File: src/rtl/wdt_pkg.sv
package wdt_pkg;
  localparam logic [7:0] OFS_ID     = 8'h00;
  localparam logic [7:0] OFS_EMU    = 8'h04;
  localparam logic [7:0] OFS_CNT_LO = 8'h10;
  localparam logic [7:0] OFS_CNT_HI = 8'h14;
  localparam logic [7:0] OFS_PRD_LO = 8'h18;
  localparam logic [7:0] OFS_PRD_HI = 8'h1C;
  localparam logic [7:0] OFS_TCTL   = 8'h20;
  localparam logic [7:0] OFS_GCTL   = 8'h24;
  localparam logic [7:0] OFS_WCTL   = 8'h28;

  localparam logic [15:0] KEY_FIRST  = 16'hA5C6;
  localparam logic [15:0] KEY_SECOND = 16'hDA7E;

  localparam int WCTL_EN_BIT   = 14;
  localparam int WCTL_FLAG_BIT = 15;

  localparam logic [1:0] GMODE_WDOG = 2'd2;

  typedef enum logic [1:0] {
    WS_IDLE    = 2'd0,
    WS_PREARM  = 2'd1,
    WS_ARMED   = 2'd2,
    WS_SERVICE = 2'd3
  } wd_state_t;
endpackage

File: src/rtl/wdt_regs.sv
module wdt_regs
  import wdt_pkg::*;
#(
  parameter int ADDR_W = 8,
  parameter int DATA_W = 32
) (
  input  logic              clk,
  input  logic              rst,
  input  logic              wr_en,
  input  logic [ADDR_W-1:0] wr_addr,
  input  logic [DATA_W-1:0] wr_data,
  input  logic              locked,
  output logic [DATA_W-1:0] prd_lo,
  output logic [DATA_W-1:0] prd_hi,
  output logic [1:0]        ena_mode,
  output logic [3:0]        gctl,
  output logic              ld_lo,
  output logic              ld_hi
);
  logic wr_open;

  always_comb begin
    wr_open = wr_en && !locked;
    ld_lo   = wr_open && (wr_addr == ADDR_W'(OFS_CNT_LO));
    ld_hi   = wr_open && (wr_addr == ADDR_W'(OFS_CNT_HI));
  end

  always_ff @(posedge clk) begin
    if (rst) begin
      prd_lo   <= '0;
      prd_hi   <= '0;
      ena_mode <= '0;
      gctl     <= '0;
    end else if (wr_open) begin
      if (wr_addr == ADDR_W'(OFS_PRD_LO)) prd_lo   <= wr_data;
      if (wr_addr == ADDR_W'(OFS_PRD_HI)) prd_hi   <= wr_data;
      if (wr_addr == ADDR_W'(OFS_TCTL))   ena_mode <= wr_data[7:6];
      if (wr_addr == ADDR_W'(OFS_GCTL))   gctl     <= wr_data[3:0];
    end
  end
endmodule

File: src/rtl/wdt_counter.sv
module wdt_counter #(
  parameter int HALF_W = 32,
  parameter int NHALF  = 2
) (
  input  logic                    clk,
  input  logic                    rst,
  input  logic                    adv,
  input  logic                    clr,
  input  logic [NHALF-1:0]        rel,
  input  logic [NHALF-1:0]        ld,
  input  logic [HALF_W-1:0]       ld_val,
  output logic [NHALF*HALF_W-1:0] count
);
  logic [NHALF-1:0] inc;

  for (genvar h = 0; h < NHALF; h++) begin : g_half
    logic [HALF_W-1:0] half_q;

    if (h == 0) begin : g_lsb
      assign inc[h] = adv;
    end else begin : g_upper
      assign inc[h] = adv && (&count[h*HALF_W-1:0]);
    end

    always_ff @(posedge clk) begin
      if (rst || clr || !rel[h])
        half_q <= '0;
      else if (ld[h])
        half_q <= ld_val;
      else if (inc[h])
        half_q <= half_q + 1'b1;
    end

    assign count[h*HALF_W +: HALF_W] = half_q;
  end
endmodule

File: src/rtl/wdt_keyfsm.sv
module wdt_keyfsm
  import wdt_pkg::*;
#(
  parameter int KEY_W = 16
) (
  input  logic             clk,
  input  logic             rst,
  input  logic             ctl_wr,
  input  logic [KEY_W-1:0] key,
  input  logic             en_bit,
  input  logic             hit,
  output logic             locked,
  output logic             armed,
  output logic             restart,
  output logic             flag,
  output logic             rst_req
);
  wd_state_t state_q, state_d;
  logic      is_first, is_second;

  always_comb begin
    is_first  = (key == KEY_W'(KEY_FIRST));
    is_second = (key == KEY_W'(KEY_SECOND));
    state_d   = state_q;
    restart   = 1'b0;
    case (state_q)
      WS_IDLE:
        if (ctl_wr && en_bit && is_first) state_d = WS_PREARM;
      WS_PREARM:
        if (ctl_wr) state_d = (en_bit && is_second) ? WS_ARMED : WS_IDLE;
      WS_ARMED:
        if (ctl_wr && is_first) state_d = WS_SERVICE;
      WS_SERVICE:
        if (ctl_wr) begin
          state_d = WS_ARMED;
          restart = is_second;
        end
      default: state_d = WS_IDLE;
    endcase
    locked = (state_q != WS_IDLE);
    armed  = (state_q == WS_ARMED) || (state_q == WS_SERVICE);
  end

  always_ff @(posedge clk) begin
    if (rst) begin
      state_q <= WS_IDLE;
      flag    <= 1'b0;
      rst_req <= 1'b0;
    end else begin
      state_q <= state_d;
      rst_req <= 1'b0;
      if (armed && hit && !flag) begin
        flag    <= 1'b1;
        rst_req <= 1'b1;
      end
    end
  end
endmodule

File: src/rtl/keyed_wdt.sv
module keyed_wdt
  import wdt_pkg::*;
#(
  parameter int          ADDR_W = 8,
  parameter int          DATA_W = 32,
  parameter int          KEY_W  = 16,
  parameter logic [31:0] ID_VAL = 32'h5744_0001
) (
  input  logic              clk,
  input  logic              rst,
  input  logic [ADDR_W-1:0] bus_addr,
  input  logic [DATA_W-1:0] bus_wdata,
  input  logic              bus_we,
  input  logic              bus_re,
  output logic [DATA_W-1:0] bus_rdata,
  output logic              rst_req
);
  localparam int NHALF = 2;
  localparam int CNT_W = NHALF * DATA_W;

  logic [DATA_W-1:0] prd_lo, prd_hi;
  logic [1:0]        ena_mode;
  logic [3:0]        gctl;
  logic              ld_lo, ld_hi;
  logic              locked, armed, restart, wd_flag;
  logic              ctl_wr, cnt_adv, cnt_hit;
  logic [CNT_W-1:0]  cnt_val;

  always_comb begin
    ctl_wr  = bus_we && (bus_addr == ADDR_W'(OFS_WCTL));
    cnt_adv = (gctl[3:2] == GMODE_WDOG) && (&gctl[1:0]) && (ena_mode != 2'd0);
    cnt_hit = (cnt_val == {prd_hi, prd_lo});
  end

  wdt_regs #(.ADDR_W(ADDR_W), .DATA_W(DATA_W)) regs_i (
    .clk(clk), .rst(rst), .wr_en(bus_we), .wr_addr(bus_addr), .wr_data(bus_wdata),
    .locked(locked), .prd_lo(prd_lo), .prd_hi(prd_hi), .ena_mode(ena_mode),
    .gctl(gctl), .ld_lo(ld_lo), .ld_hi(ld_hi)
  );

  wdt_counter #(.HALF_W(DATA_W), .NHALF(NHALF)) cnt_i (
    .clk(clk), .rst(rst), .adv(cnt_adv), .clr(restart), .rel(gctl[1:0]),
    .ld({ld_hi, ld_lo}), .ld_val(bus_wdata), .count(cnt_val)
  );

  wdt_keyfsm #(.KEY_W(KEY_W)) fsm_i (
    .clk(clk), .rst(rst), .ctl_wr(ctl_wr),
    .key(bus_wdata[DATA_W-1 -: KEY_W]), .en_bit(bus_wdata[WCTL_EN_BIT]),
    .hit(cnt_hit), .locked(locked), .armed(armed), .restart(restart),
    .flag(wd_flag), .rst_req(rst_req)
  );

  always_ff @(posedge clk) begin
    if (rst) begin
      bus_rdata <= '0;
    end else if (bus_re) begin
      case (bus_addr)
        ADDR_W'(OFS_ID):     bus_rdata <= DATA_W'(ID_VAL);
        ADDR_W'(OFS_CNT_LO): bus_rdata <= cnt_val[DATA_W-1:0];
        ADDR_W'(OFS_CNT_HI): bus_rdata <= cnt_val[CNT_W-1:DATA_W];
        ADDR_W'(OFS_PRD_LO): bus_rdata <= prd_lo;
        ADDR_W'(OFS_PRD_HI): bus_rdata <= prd_hi;
        ADDR_W'(OFS_TCTL):   bus_rdata <= DATA_W'({ena_mode, 6'b0});
        ADDR_W'(OFS_GCTL):   bus_rdata <= DATA_W'(gctl);
        ADDR_W'(OFS_WCTL):   bus_rdata <= DATA_W'({wd_flag, locked, 14'b0});
        default:             bus_rdata <= '0;
      endcase
    end
  end
endmodule

File: config.mk
export PLATFORM = sky130hd
export DESIGN_NAME = keyed_wdt
export DESIGN_NICKNAME = d
export VERILOG_FILES = /design/src/rtl/wdt_pkg.sv /design/src/rtl/wdt_regs.sv /design/src/rtl/wdt_counter.sv /design/src/rtl/wdt_keyfsm.sv /design/src/rtl/keyed_wdt.sv
export SDC_FILE = /design/constraint.sdc
export NUM_CORES = 1
export LEC_CHECK = 0
export ABC_AREA = 1
export BUFFER_PORTS_ARGS = -buffer_cell sky130_fd_sc_hd__clkbuf_2
export CORE_MARGIN = 3
export CORE_UTILIZATION = 61
export DETAILED_ROUTE_END_ITERATION = 12
export GPL_ROUTABILITY_DRIVEN = 0
export GPL_TIMING_DRIVEN = 1
export PLACE_DENSITY_LB_ADDON = 0.05
export SETUP_SLACK_MARGIN = 0.3
export SYNTH_ARGS = -nofsm -noshare
export SYNTH_HDL_FRONTEND = slang
export SYNTH_SLANG_ARGS = --single-unit
export TNS_END_PERCENT = 1
File: constraint.sdc
create_clock -name clk -period 2.2 [get_ports clk]
set_input_delay 0.22 -clock clk [delete_from_list [all_inputs] [get_ports clk]]
set_output_delay 0.22 -clock clk [all_outputs]
set_load 0.05 [all_outputs]
==> results.sh <==
export IMPL_outcome="completed"
export IMPL_multi_input_area_mm2=0.00600
export IMPL_drive_gt1_share_pct=12.7
export IMPL_synth_area_leaders="dfxtp_1, nand2_1, nand3_1, a21oi_1, nor2_1"
export IMPL_max_cap_violations=0
export IMPL_ir_drop_v=0.000647
export IMPL_die_w_um=137
export IMPL_synthesis_nets=1770
export IMPL_syn_area_per_cell_um2=6.08
export IMPL_final_cell_mix="nand2_1, nor2_1, nand3_1, inv_1, dfxtp_1"
export IMPL_skew_ns=0.00957
export IMPL_max_slew_margin_rel_pct=56.3
export IMPL_initial_core_util_pct=62.8
export IMPL_grt_antenna_before_repair=0
export IMPL_clock_sinks=170
export IMPL_ys_ff_latch=170
export IMPL_crit_path_cell_trace="nand2_1, nor2_2, nand3_1, nor3_2, nand3b_1, nor2_1, nor2_1, nor2_1"
export IMPL_io_pin_count=77
export IMPL_regArea_mm2=0.00341
export IMPL_ys_async_sr_fraction_pct=0
export IMPL_yosysUniqueCellTypes=38
export IMPL_power_frac_comb_pct=5.0
export IMPL_hold_viol=0
export IMPL_vias_per_cell=6.18
export IMPL_row_count=47
export IMPL_cts_root_buffer="clkbuf_16"
export IMPL_routedWlPerCell_um=20.3
export IMPL_synth_largest_area_cell="dfxtp_1"
export IMPL_worst_ep_required_time_ns=2.58
export IMPL_drt_iter0_drc=2211
export IMPL_antenna_cells=0
export IMPL_start_kind="register"
export IMPL_finalSetupTns_ns=0
export IMPL_syn_area_mm2=0.0105
export IMPL_layout_nets=1833
export IMPL_synth_top_area_share_pct=32.5
export IMPL_grt_pass1_wl_um=61700
export IMPL_dp_hpwl_um=30600
export IMPL_crit_top_cell="nor2_1"
export IMPL_grt_max_degree=53
export IMPL_power_switching_mw=1.64
export IMPL_switching_share_pct=25.7
export IMPL_clock_latency_ns=0.44
export IMPL_die_area_mm2=0.0188
export IMPL_cts_tree="done"
export IMPL_worst_pin_slew_ns=0.654
export IMPL_area_growth_pct=13.4
export IMPL_grt_pass1_vias=11000
export IMPL_grt_usage_pct=43.5
export IMPL_route_detailed_drc=0
export IMPL_p_int_mw=4.73
export IMPL_synth_seq_area_share_pct=32.5
export IMPL_endpoint_kind="register"
export IMPL_synthFlopType="dfxtp_1"
export IMPL_numCtsBuffers=17
export IMPL_cellPowerDensity_mw_per_mm2=536
export IMPL_die_y_um=137
export IMPL_finalMaxSlewViolations=0
export IMPL_port_buffers=76
export IMPL_hold_class="in -> reg"
export IMPL_crit_path_max_fanout=5
export IMPL_finalCritPeriodShare_pct=85.4
export IMPL_final_common_cell="nand2_1"
export IMPL_cts_buffer_depth=2
export IMPL_p_leak_nw=4.49
export IMPL_yosysWarnings=0
export IMPL_final_period_minus_worst_setup_slack_ns=1.88
export IMPL_htree_levels=4
export IMPL_synth_edf_count=0
export IMPL_crit_arrival_ns=2.26
export IMPL_dr_pass1_iters=7
export IMPL_clkTransAtPathRegs_ns=0.07
export IMPL_num_fill_cells=1498
export IMPL_max_stage_delay_ns=0.46
export IMPL_p_clk_share_pct=46.7
export IMPL_drtAntennaViolNets=0
export IMPL_setup_violations=0
export IMPL_core_area_mm2=0.0167
export IMPL_overflow=0
export IMPL_finalCoreUtilization_pct=71.2
export IMPL_vias=12500
export IMPL_crit_slowest_cell="dfxtp_1"
export IMPL_fmax_mhz=532
export IMPL_wl_um=41000
export IMPL_critical_path_class="reg -> reg"
export IMPL_power_frac_seq_pct=48.3
export IMPL_syn_inst=1724
export IMPL_rsz0062_at_grt="yes"
==> routing by layer <==
metal	vias up	global-route usage (%)	wire (um)
met1	5510	54.5	14800
met3	240	13.0	5820
met5	-	0	0
met4	0	31.4	3720
met2	1012	63.3	16700
li1	5720	-	-
==> Yosys cell counts (7+ instances only) <==
| master | instances |
|---|---|
| nand4_1 | 20 |
| o21ai_0 | 148 |
| clkbuf_1 | 48 |
| xor2_1 | 25 |
| nor3_1 | 15 |
| o22ai_1 | 15 |
| dfxtp_1 | 170 |
| inv_2 | 12 |
| buf_2 | 31 |
| xnor2_1 | 13 |
| nor2_1 | 203 |
| a21oi_1 | 157 |
| o21ai_1 | 25 |
| inv_1 | 176 |
| nand3_1 | 196 |
| nor2_2 | 7 |
| nand2_1 | 414 |
==> critical path: cells and delay by family, from the launching register on <==
family / cells / cell delay [ns]
AND/OR/NAND/NOR: 8 / 1.36
flip-flops: 1 / 0.46
==> kinds of logic after synthesis <==
group,share of synthesized area [%]
buffers and inverters,11.0
multiplexers,0.0955
adder cells (fa/ha/maj),0.239
XOR/XNOR,3.17
flip-flops,32.5
AND/OR/NAND/NOR,35.7
AO/OA/AOI/OAI,17.3
==> per-stage QoR <==
step                hold slack, ns  std cells  power (mW)  area, um2  worst slack (ns)
detailed placement           0.458       1988        3.44      11200             0.165
global placement             0.453       1988        3.44      11200             0.229
floorplan                    0.362       1724        3.28      10500             0.454
finish                       0.129       2020        6.37      11900             0.321
global route                 0.115       2020        6.51      11900             0.217
CTS                          0.114       2020        6.33      11800             0.257
==> state kept, by name, indices dropped and copies added (netlist names) <==
signal	cells
cnt_i.g_half.half_q	64
bus_rdata	32
regs_i.prd_hi	32
regs_i.prd_lo	32
regs_i.gctl	4
fsm_i.state_q	2
regs_i.ena_mode	2
fsm_i.flag	1
fsm_i.rst_req	1
==> repair_timing <==
item,in CTS,in global routing
pin swaps,0,2
hold buffers,0,0
endpoints found under the setup margin,22,50
resized for setup,5,28
buffers inserted,0,0
endpoints found under the hold margin,0,0
gates cloned,0,0
==> power groups by stage <==
stage | clock network [mW] | logic [mW] | registers, mW
6_report | 2.97 | 0.318 | 3.08
2_1_floorplan | 0 | 0.129 | 3.15
3_5_place_dp | 0 | 0.293 | 3.15
5_1_grt | 3.10 | 0.327 | 3.08
3_3_place_gp | 0 | 0.289 | 3.15
4_1_cts | 2.95 | 0.296 | 3.08
==> final timing paths <==
check                                          startpoint                         end  slack [ns]  depth (start not counted)
worst max-delay path            cnt_i.g_half[0].half_q[8]  cnt_i.g_half[1].half_q[24]        0.32                          8
worst min-delay path                         bus_wdata[2]   cnt_i.g_half[0].half_q[2]        0.13                          3
worst max register to register  cnt_i.g_half[0].half_q[8]  cnt_i.g_half[1].half_q[24]        0.32                          8
worst min register to register              bus_rdata[28]               bus_rdata[28]        0.46                          2
==> area by class of cell <==
class                           instances  area share [%]
Tap cell                              220            2.31
Clock inverter                         14            1.14
Sequential cell                       170            28.7
Multi-Input combinational cell       1272            50.4
Clock buffer                           18            3.61
Timing Repair Buffer                  138            7.81
Inverter                              188            5.99
Power figures use the tool's default switching activity.
